$ cat config.mk
export PLATFORM = sky130hd
export DESIGN_NAME = fp_sysreg_bank
export DESIGN_NICKNAME = d
export VERILOG_FILES = /design/src/rtl/fpsr_pkg.sv /design/src/rtl/fpsr_decode.sv /design/src/rtl/fpsr_access.sv /design/src/rtl/fpsr_store.sv /design/src/rtl/fp_sysreg_bank.sv
export SDC_FILE = /design/constraint.sdc
export NUM_CORES = 1
export LEC_CHECK = 0
export ABC_CLOCK_PERIOD_IN_PS = 3700
export BUFFER_PORTS_ARGS = -buffer_cell sky130_fd_sc_hd__buf_2
export CAP_MARGIN = 10
export CORE_ASPECT_RATIO = 0.8
export CORE_UTILIZATION = 55
export DETAILED_ROUTE_END_ITERATION = 16
export MAX_ROUTING_LAYER = met4
export PLACE_DENSITY = 0.79
export SYNTH_ARGS = -nofsm -noshare
export SYNTH_HDL_FRONTEND = slang
export SYNTH_SLANG_ARGS = --single-unit
$ cat constraint.sdc
create_clock -name clk -period 3.7 [get_ports clk]
set_clock_uncertainty 0.2 [all_clocks]
set_input_delay 0.37 -clock clk [delete_from_list [all_inputs] [get_ports clk]]
set_output_delay 0.37 -clock clk [all_outputs]
set_load 0.1 [all_outputs]
$ cat src/rtl/fpsr_pkg.sv
package fpsr_pkg;
   localparam logic [3:0] COND_ALWAYS = 4'hE;
   localparam logic [3:0] IDX_FLAGS   = 4'd15;

   typedef enum logic [3:0] {
      SEL_ID    = 4'd0,
      SEL_STAT  = 4'd1,
      SEL_FEAT1 = 4'd6,
      SEL_FEAT0 = 4'd7,
      SEL_EXC   = 4'd8,
      SEL_INST1 = 4'd9,
      SEL_INST2 = 4'd10
   } fpsr_sel_e;

   // writable slots inside the storage module
   localparam int unsigned SLOT_STAT  = 0;
   localparam int unsigned SLOT_EXC   = 1;
   localparam int unsigned SLOT_INST1 = 2;
   localparam int unsigned SLOT_INST2 = 3;
   localparam int unsigned N_SLOTS    = 4;

   typedef struct packed {
      logic       exec;
      logic       is_rd;
      logic [3:0] sel;
      logic [3:0] idx;
   } fpsr_op_t;
endpackage

$ cat src/rtl/fpsr_decode.sv
module fpsr_decode
   import fpsr_pkg::*;
(
   input  logic        instr_valid,
   input  logic [31:0] instr,
   input  logic        cond_pass,
   output fpsr_op_t    op
);
   logic [3:0] cond_f;

   always_comb begin
      cond_f   = instr[31:28];
      op.exec  = instr_valid && ((cond_f == COND_ALWAYS) || cond_pass);
      op.is_rd = instr[20];
      op.sel   = instr[19:16];
      op.idx   = instr[15:12];
   end
endmodule

$ cat src/rtl/fpsr_access.sv
module fpsr_access
   import fpsr_pkg::*;
(
   input  fpsr_op_t             op,
   input  logic                 priv,
   output logic [N_SLOTS-1:0]   wr_en,
   output logic                 rd_ok,
   output logic                 flag_xfer
);
   logic sel_open;
   logic sel_guarded;

   always_comb begin
      sel_open    = (op.sel == SEL_ID) || (op.sel == SEL_STAT) ||
                    (op.sel == SEL_FEAT1) || (op.sel == SEL_FEAT0);
      sel_guarded = (op.sel == SEL_EXC) || (op.sel == SEL_INST1) ||
                    (op.sel == SEL_INST2);

      wr_en = '0;
      if (op.exec && !op.is_rd) begin
         wr_en[SLOT_STAT]  = (op.sel == SEL_STAT);
         wr_en[SLOT_EXC]   = priv && (op.sel == SEL_EXC);
         wr_en[SLOT_INST1] = priv && (op.sel == SEL_INST1);
         wr_en[SLOT_INST2] = priv && (op.sel == SEL_INST2);
      end

      flag_xfer = op.exec && op.is_rd && (op.sel == SEL_STAT) && (op.idx == IDX_FLAGS);
      rd_ok     = op.exec && op.is_rd && !flag_xfer &&
                  (sel_open || (sel_guarded && priv));
   end
endmodule

$ cat src/rtl/fpsr_store.sv
module fpsr_store
   import fpsr_pkg::*;
#(
   parameter int unsigned DATA_W = 32,
   parameter logic [N_SLOTS*DATA_W-1:0] RST_VEC = '0
)(
   input  logic                       clk,
   input  logic                       rst_n,
   input  logic [N_SLOTS-1:0]         wr_en,
   input  logic [DATA_W-1:0]          wdata,
   output logic [N_SLOTS*DATA_W-1:0]  q
);
   for (genvar g = 0; g < N_SLOTS; g++) begin : g_slot
      always_ff @(posedge clk or negedge rst_n) begin
         if (!rst_n)
            q[g*DATA_W +: DATA_W] <= RST_VEC[g*DATA_W +: DATA_W];
         else if (wr_en[g])
            q[g*DATA_W +: DATA_W] <= wdata;
      end
   end
endmodule

$ cat src/rtl/fp_sysreg_bank.sv
module fp_sysreg_bank
   import fpsr_pkg::*;
#(
   parameter int unsigned DATA_W    = 32,
   parameter logic [DATA_W-1:0] ID_VAL    = 32'h0010_0200,
   parameter logic [DATA_W-1:0] FEAT0_VAL = 32'h1111_1111,
   parameter logic [DATA_W-1:0] FEAT1_VAL = 32'h0000_0000,
   parameter logic [DATA_W-1:0] STAT_RST  = 32'h0000_0000,
   parameter logic [DATA_W-1:0] EXC_RST   = 32'h0000_0000,
   parameter logic [DATA_W-1:0] INST1_RST = 32'hEE00_0A00,
   parameter logic [DATA_W-1:0] INST2_RST = 32'h0000_0000
)(
   input  logic              clk,
   input  logic              rst_n,
   input  logic              instr_valid,
   input  logic [31:0]       instr,
   input  logic              cond_pass,
   input  logic              priv,
   input  logic [DATA_W-1:0] gpr_data,
   output logic              res_we,
   output logic [3:0]        res_idx,
   output logic [DATA_W-1:0] res_data,
   output logic              flag_we,
   output logic [3:0]        flags
);
   localparam int unsigned FLAG_LSB = DATA_W - 4;
   localparam logic [N_SLOTS*DATA_W-1:0] RST_VEC = {INST2_RST, INST1_RST, EXC_RST, STAT_RST};

   if (DATA_W < 4) begin : g_bad_width
      $error("fp_sysreg_bank: DATA_W must hold the four flag bits");
   end

   fpsr_op_t                    op;
   logic [N_SLOTS-1:0]          wr_en;
   logic                        rd_ok;
   logic                        flag_xfer;
   logic [N_SLOTS*DATA_W-1:0]   reg_q;
   logic [DATA_W-1:0]           stat_q;
   logic [DATA_W-1:0]           rd_val;

   fpsr_decode u_dec (
      .instr_valid (instr_valid),
      .instr       (instr),
      .cond_pass   (cond_pass),
      .op          (op)
   );

   fpsr_access u_acc (
      .op        (op),
      .priv      (priv),
      .wr_en     (wr_en),
      .rd_ok     (rd_ok),
      .flag_xfer (flag_xfer)
   );

   fpsr_store #(.DATA_W(DATA_W), .RST_VEC(RST_VEC)) u_store (
      .clk   (clk),
      .rst_n (rst_n),
      .wr_en (wr_en),
      .wdata (gpr_data),
      .q     (reg_q)
   );

   assign stat_q = reg_q[SLOT_STAT*DATA_W +: DATA_W];

   always_comb begin
      unique case (op.sel)
         SEL_ID:    rd_val = ID_VAL;
         SEL_STAT:  rd_val = stat_q;
         SEL_FEAT1: rd_val = FEAT1_VAL;
         SEL_FEAT0: rd_val = FEAT0_VAL;
         SEL_EXC:   rd_val = reg_q[SLOT_EXC*DATA_W +: DATA_W];
         SEL_INST1: rd_val = reg_q[SLOT_INST1*DATA_W +: DATA_W];
         SEL_INST2: rd_val = reg_q[SLOT_INST2*DATA_W +: DATA_W];
         default:   rd_val = '0;
      endcase
   end

   assign res_we   = rd_ok;
   assign res_idx  = op.idx;
   assign res_data = rd_ok ? rd_val : '0;
   assign flag_we  = flag_xfer;
   assign flags    = stat_q[FLAG_LSB +: 4];
endmodule

* Word-level counts from Yosys, hierarchy flattened *
Index checks and enable logic that the tools add are counted.

cells by class
  magnitude comparators = 0
  multiplexer cells = 3
  multipliers = 0
  div/mod/pow operators = 0
  eq/ne operators = 8
  $add $sub $neg = 0
  bitwise gates (word level) = 0
  reduce and logical (&&, ||, !) cells = 21
  shifts and indexed selects = 0

operator list
  kind                                            count
  case mux 32 bit (6 select lines)                1
  two-way mux 32 bit                              1
  == test 4 bit (second input constant)           5
  logical AND 1 bit                               11
  == test 4 x 3 -> 1 bit (second input constant)  2
  logical OR 1 bit                                7
  == test 4 x 1 -> 1 bit (second input constant)  1
  zero test 4 bit                                 1
  two-way mux 4 bit                               1
  zero test 1 bit                                 2

storage, ports and cells
  memory bits (writable) = 0
  ROM bits = 0
  output and inout bits = 42
  memories = 0
  word-level logic and storage cells = 36
  latch bits = 0
  register bits = 128
  input bits = 69

* Depth between registers and ports, before layout *
  word-level depth = 10
  depth in mapped cells = 7
  mapped depth without buffers = 4

* Cells and area by module *
A second synthesis with hierarchy kept.

unflattened totals
  cells, all modules = 462
  area, all modules = 6696.4 sq um

by module, submodules not included
  module          area each (sq um)  instances  cells an instance  seq. area each (sq um)
  fpsr_store      5390.2             1          272                3213.1
  fp_sysreg_bank  1104.8             1          161                0.0
  fpsr_access     116.4              1          18                 0.0
  fpsr_decode     85.1               1          11                 0.0

* Least setup slack after synthesis *
OpenSTA, ideal clock, no wires.

  path type = in2out
  start = input instr[17]
  end = output res_data[29]
  arrival time = 3470 ps
  stages = 6
  data required time = 3130 ps
  buffers on the path = 2
  path slack = -340 ps
  cell sequence = buf_2 > nor4b_4 > buf_2 > a222oi_1 > a21boi_0 > nor3_1

on the way
  word-level cells in the longest chain between the ends = 7
  elaborated cells on any way between the ends = 21
  those cells by class = 6 x eq/ne; 2 x mux; 13 x reduce/logical

ends and longest elaborated chain
  element                                                 RTL line                                                    RTL
  start, declared                                         fp_sysreg_bank.sv:16                                        input logic [31:0] instr,
  == test 4 x 1 -> 1 bit (tied with other cells)          fpsr_access.sv:14, fpsr_access.sv:27, fp_sysreg_bank.sv:67
  logical AND 1 bit (tied with other cells) (2 in a row)  fpsr_access.sv:27                                           flag_xfer = op.exec && op.is_rd && (op.sel == SEL_STAT) && (op.idx == IDX_FLAGS);
  zero test 1 bit (tied with other cells)                 fpsr_access.sv:28                                           rd_ok = op.exec && op.is_rd && !flag_xfer &&
  logical AND 1 bit or logical OR 1 bit (tied branches)   fpsr_access.sv:28, fpsr_access.sv:29
  logical AND 1 bit                                       fpsr_access.sv:28
  two-way mux 32 bit *                                    fp_sysreg_bank.sv:81                                        assign res_data = rd_ok ? rd_val : '0;
  end, declared                                           fp_sysreg_bank.sv:22                                        output logic [DATA_W-1:0] res_data,

Every way passes the cells marked *; elsewhere a longest branch is shown, timed or not.

* Worst setup path after layout *
  start = input instr[19]
  end = output res_data[16]

Same word-level chain as after synthesis.

==> key figures <==
Run status
  • Outcome: finished clean

Worst hold path
  • Hold depth: 2
  • HP Class: in2reg
  • Hold EP: u_store.q[52]
  • Hold_sp: gpr_data[20]

Logic synthesis
  • Compound-Gate Fraction of Synth Area: 0.09391
  • Syn Inst Count: 439
  • Post-Synth XOR/XNOR Area: 0
  • Synth warn: 0
  • Synth top area share: 0.4954
  • Post-Syn Area: 0.006062 mm²
  • Seq cells post-synth: 128
  • Largest cells by area after synthesis: dfrtp_1, mux2_2, mux2_4
  • Synth async-reset ratio: 1.000
  • Seq/Total Area, Yosys: 0.5300
  • Largest family of logic cells by synthesized area: multiplexers
  • Mux cell area share after synthesis: 0.2698
  • Post-Synth Adder-Cell Area: 0
  • Avg Synthesized Cell Area: about 14 µm²
  • Yosys top cell by area: dfrtp_1
  • Synth cell types: 38
  • Ys flop type: dfrtp_1
  • Syn Nets: 508
  • Post-synthesis simple-gate area fraction: 0.06522
  • Number of synthesized flops with an enable pin: 0

Pwr
  • Max rail drop VDD: 0.3443 mV
  • Pwr Total: 3.635 mW
  • Leakage power total: 3.708 nW
  • P per Cell Area: around 470 mW/mm²

Critical path
  • R2R Setup Slk: around 2.7 ns
  • CP peak stage delay: 0.68 ns
  • Slowest cell on crit path: o22ai_4
  • Critical path's top delay family: buffers and inverters
  • Critical path class: in2out
  • CP Cell Sequence: buf_2, nand3b_1, nand2_1, o22ai_4, buf_4, nor3_1, buf_2
  • Worst Path Required: 3.13 ns
  • Worst reg2reg endpoint: u_store.q[101]
  • Critical Path End Type: output pin
  • WP buf/inv: 3
  • Worst Reg-to-Reg Cells: 1
  • WP data arrival: between 2 and 3 ns
  • Most frequent CP cell: buf_2
  • Startpoint Class: primary input
  • Worst R2R Start: u_store.q[101]
  • CP max FO: 19

Global routing
  • Initial antenna violation count: 0
  • Vias in the first global route: 4510
  • Largest net degree at the start of global routing: between 70 and 80
  • First-pass GRT wire length: 23.85 mm
  • GRT Util Overall: 0.2893
  • Gr ovfl total: 0

Floorplan
  • Die area: roughly 0.011 mm²
  • Die W: 119.4 µm
  • Starting Density: 0.5780
  • Core box area: 0.01049 mm²
  • Die Y: roughly 96 µm
  • Io pins: 111
  • # rows: 33

Clock network
  • H-tree levels: 4
  • Skew-Pair Late Insertion Delay: 0.41 ns
  • Post-CTS Setup Inserts: 0
  • CTS max path bufs: 2
  • CTS root buffer: clkbuf_16
  • # clock sinks: 128
  • Clk pin slew, worst setup/hold paths: 0.05 ns
  • CTS tree: yes
  • Clock buffer count from CTS: 17

STA
  • Final setup fails: 0
  • Tcrit/Tclk final: 0.8886
  • F_max: 304.2 MHz
  • Min Clock Period, post-route: 3.288 ns
  • Max-slew violations: 0
  • Unrepaired setup endpoints after global routing: false
  • Final Hold Fails: 0
  • TNS Setup: 0 ns
  • Worst Tran Pin Value: 0.9183 ns
  • Slew HR: 0.3878

Flow run
  • Max Cap Viol: 0

Final layout
  • Final nets: 595
  • Area Overhead vs Synth: 26.48%
  • Max FFs per register: 128
  • Most frequent cells in the layout: dfrtp_1, mux2_2, buf_2
  • # diodes: 0
  • Largest Register: u_store.q
  • Layout cell share with drive strength beyond 1: 0.5436
  • Biggest regs: u_store.q x128
  • Final cell count without fillers: 679
  • Most common cell after layout, fill and taps aside: dfrtp_1

Detailed routing
  • DR pass1 iterations: 6
  • DR vias: 4203
  • # DRC: 0
  • Initial drt markers: 409
  • Detail Route Antenna Nets: 0
  • Wire per inst: 21.90 µm
  • Vias/cell: around 6.2
  • Routed WL: 14.87 mm

Placement
  • Final Wtd Congestion: 0.7655
  • Placed Instances: ~650
  • Hpwl dp: 9.202 mm
  • I/O Buffers: 91
==> how the worst max path moves through the flow <==
stage                   start            to  slack [ns]  depth (start not counted)
floorplan           instr[17]  res_data[14]       -0.34                          6
global placement    instr[19]  res_data[16]        0.50                          7
detailed placement  instr[19]  res_data[16]        0.46                          7
CTS                 instr[19]  res_data[16]        0.45                          7
global route        instr[19]  res_data[16]        0.33                          7
finish              instr[19]  res_data[16]        0.41                          7
==> per-stage QoR <==
| step | worst slack [ns] | util | area (µm²) | hold WS [ns] |
|---|---|---|---|---|
| after floorplan | -0.3395 | - | 6142 | -0.1256 |
| after global placement | 0.4969 | 0.6762 | 7092 | 0.2734 |
| after detailed placement | 0.4567 | 0.6762 | 7092 | 0.2798 |
| after CTS | 0.4470 | 0.7311 | 7667 | 0.01055 |
| after global routing | 0.3288 | 0.7311 | 7667 | 0.02433 |
| final | 0.4123 | 0.7311 | 7667 | 0.01921 |
==> final cells by class <==
type | count | area (µm²)
inverter | 1 | 3.754
sequential | 128 | 3213
timing repair buffer | 111 | 996.0
multi-input combinational | 267 | 2724
clock buffer | 20 | 436.7
fill | 675 | 2820
tap | 140 | 175.2
clock inverter | 12 | 118.9
==> cells by family (layout without fill, tap and decap cells) <==
logic type / count (synthesis) / after routing
muxes: 136 / 136
DFF: 128 / 128
AOI/OAI and AO/OA: 70 / 70
and+or+nand+nor: 61 / 61
buffers and inverters: 44 / 144
==> Yosys cell counts, types with 5 or more instances <==
library cell and n:
dfrtp_1 120, mux2_2 92, nor3_1 31, a222oi_1 30, mux2_4 30, buf_2 25
a21boi_0 21, o21ai_0 9, buf_4 8, dfstp_2 8, clkbuf_1 7, mux2_1 7
mux2i_1 7, nor2_1 5
==> layer usage <==
metal / up-vias / wire length [µm] / GRT usage
met5: - / 0 / -
met4: 0 / 291 / 0.1292
met3: 32 / 983 / 0.07346
met2: 177 / 7179 / 0.4569
met1: 2152 / 6415 / 0.3569
li1: 1842 / - / -
==> timing repair <==
item / 4_1_cts / 5_1_grt
gates resized for setup: 0 / 0
endpoints found under the hold margin: 71 / 0
hold buffers: 2 / 0
==> power by group <==
part / total (mW) / internal (mW) / switching [mW]
combinational: 0.427 / 0.194 / 0.233
sequential: 1.63 / 1.55 / 0.0834
clock: 1.58 / 0.981 / 0.595
No activity file was read; power rests on OpenSTA's default activity.
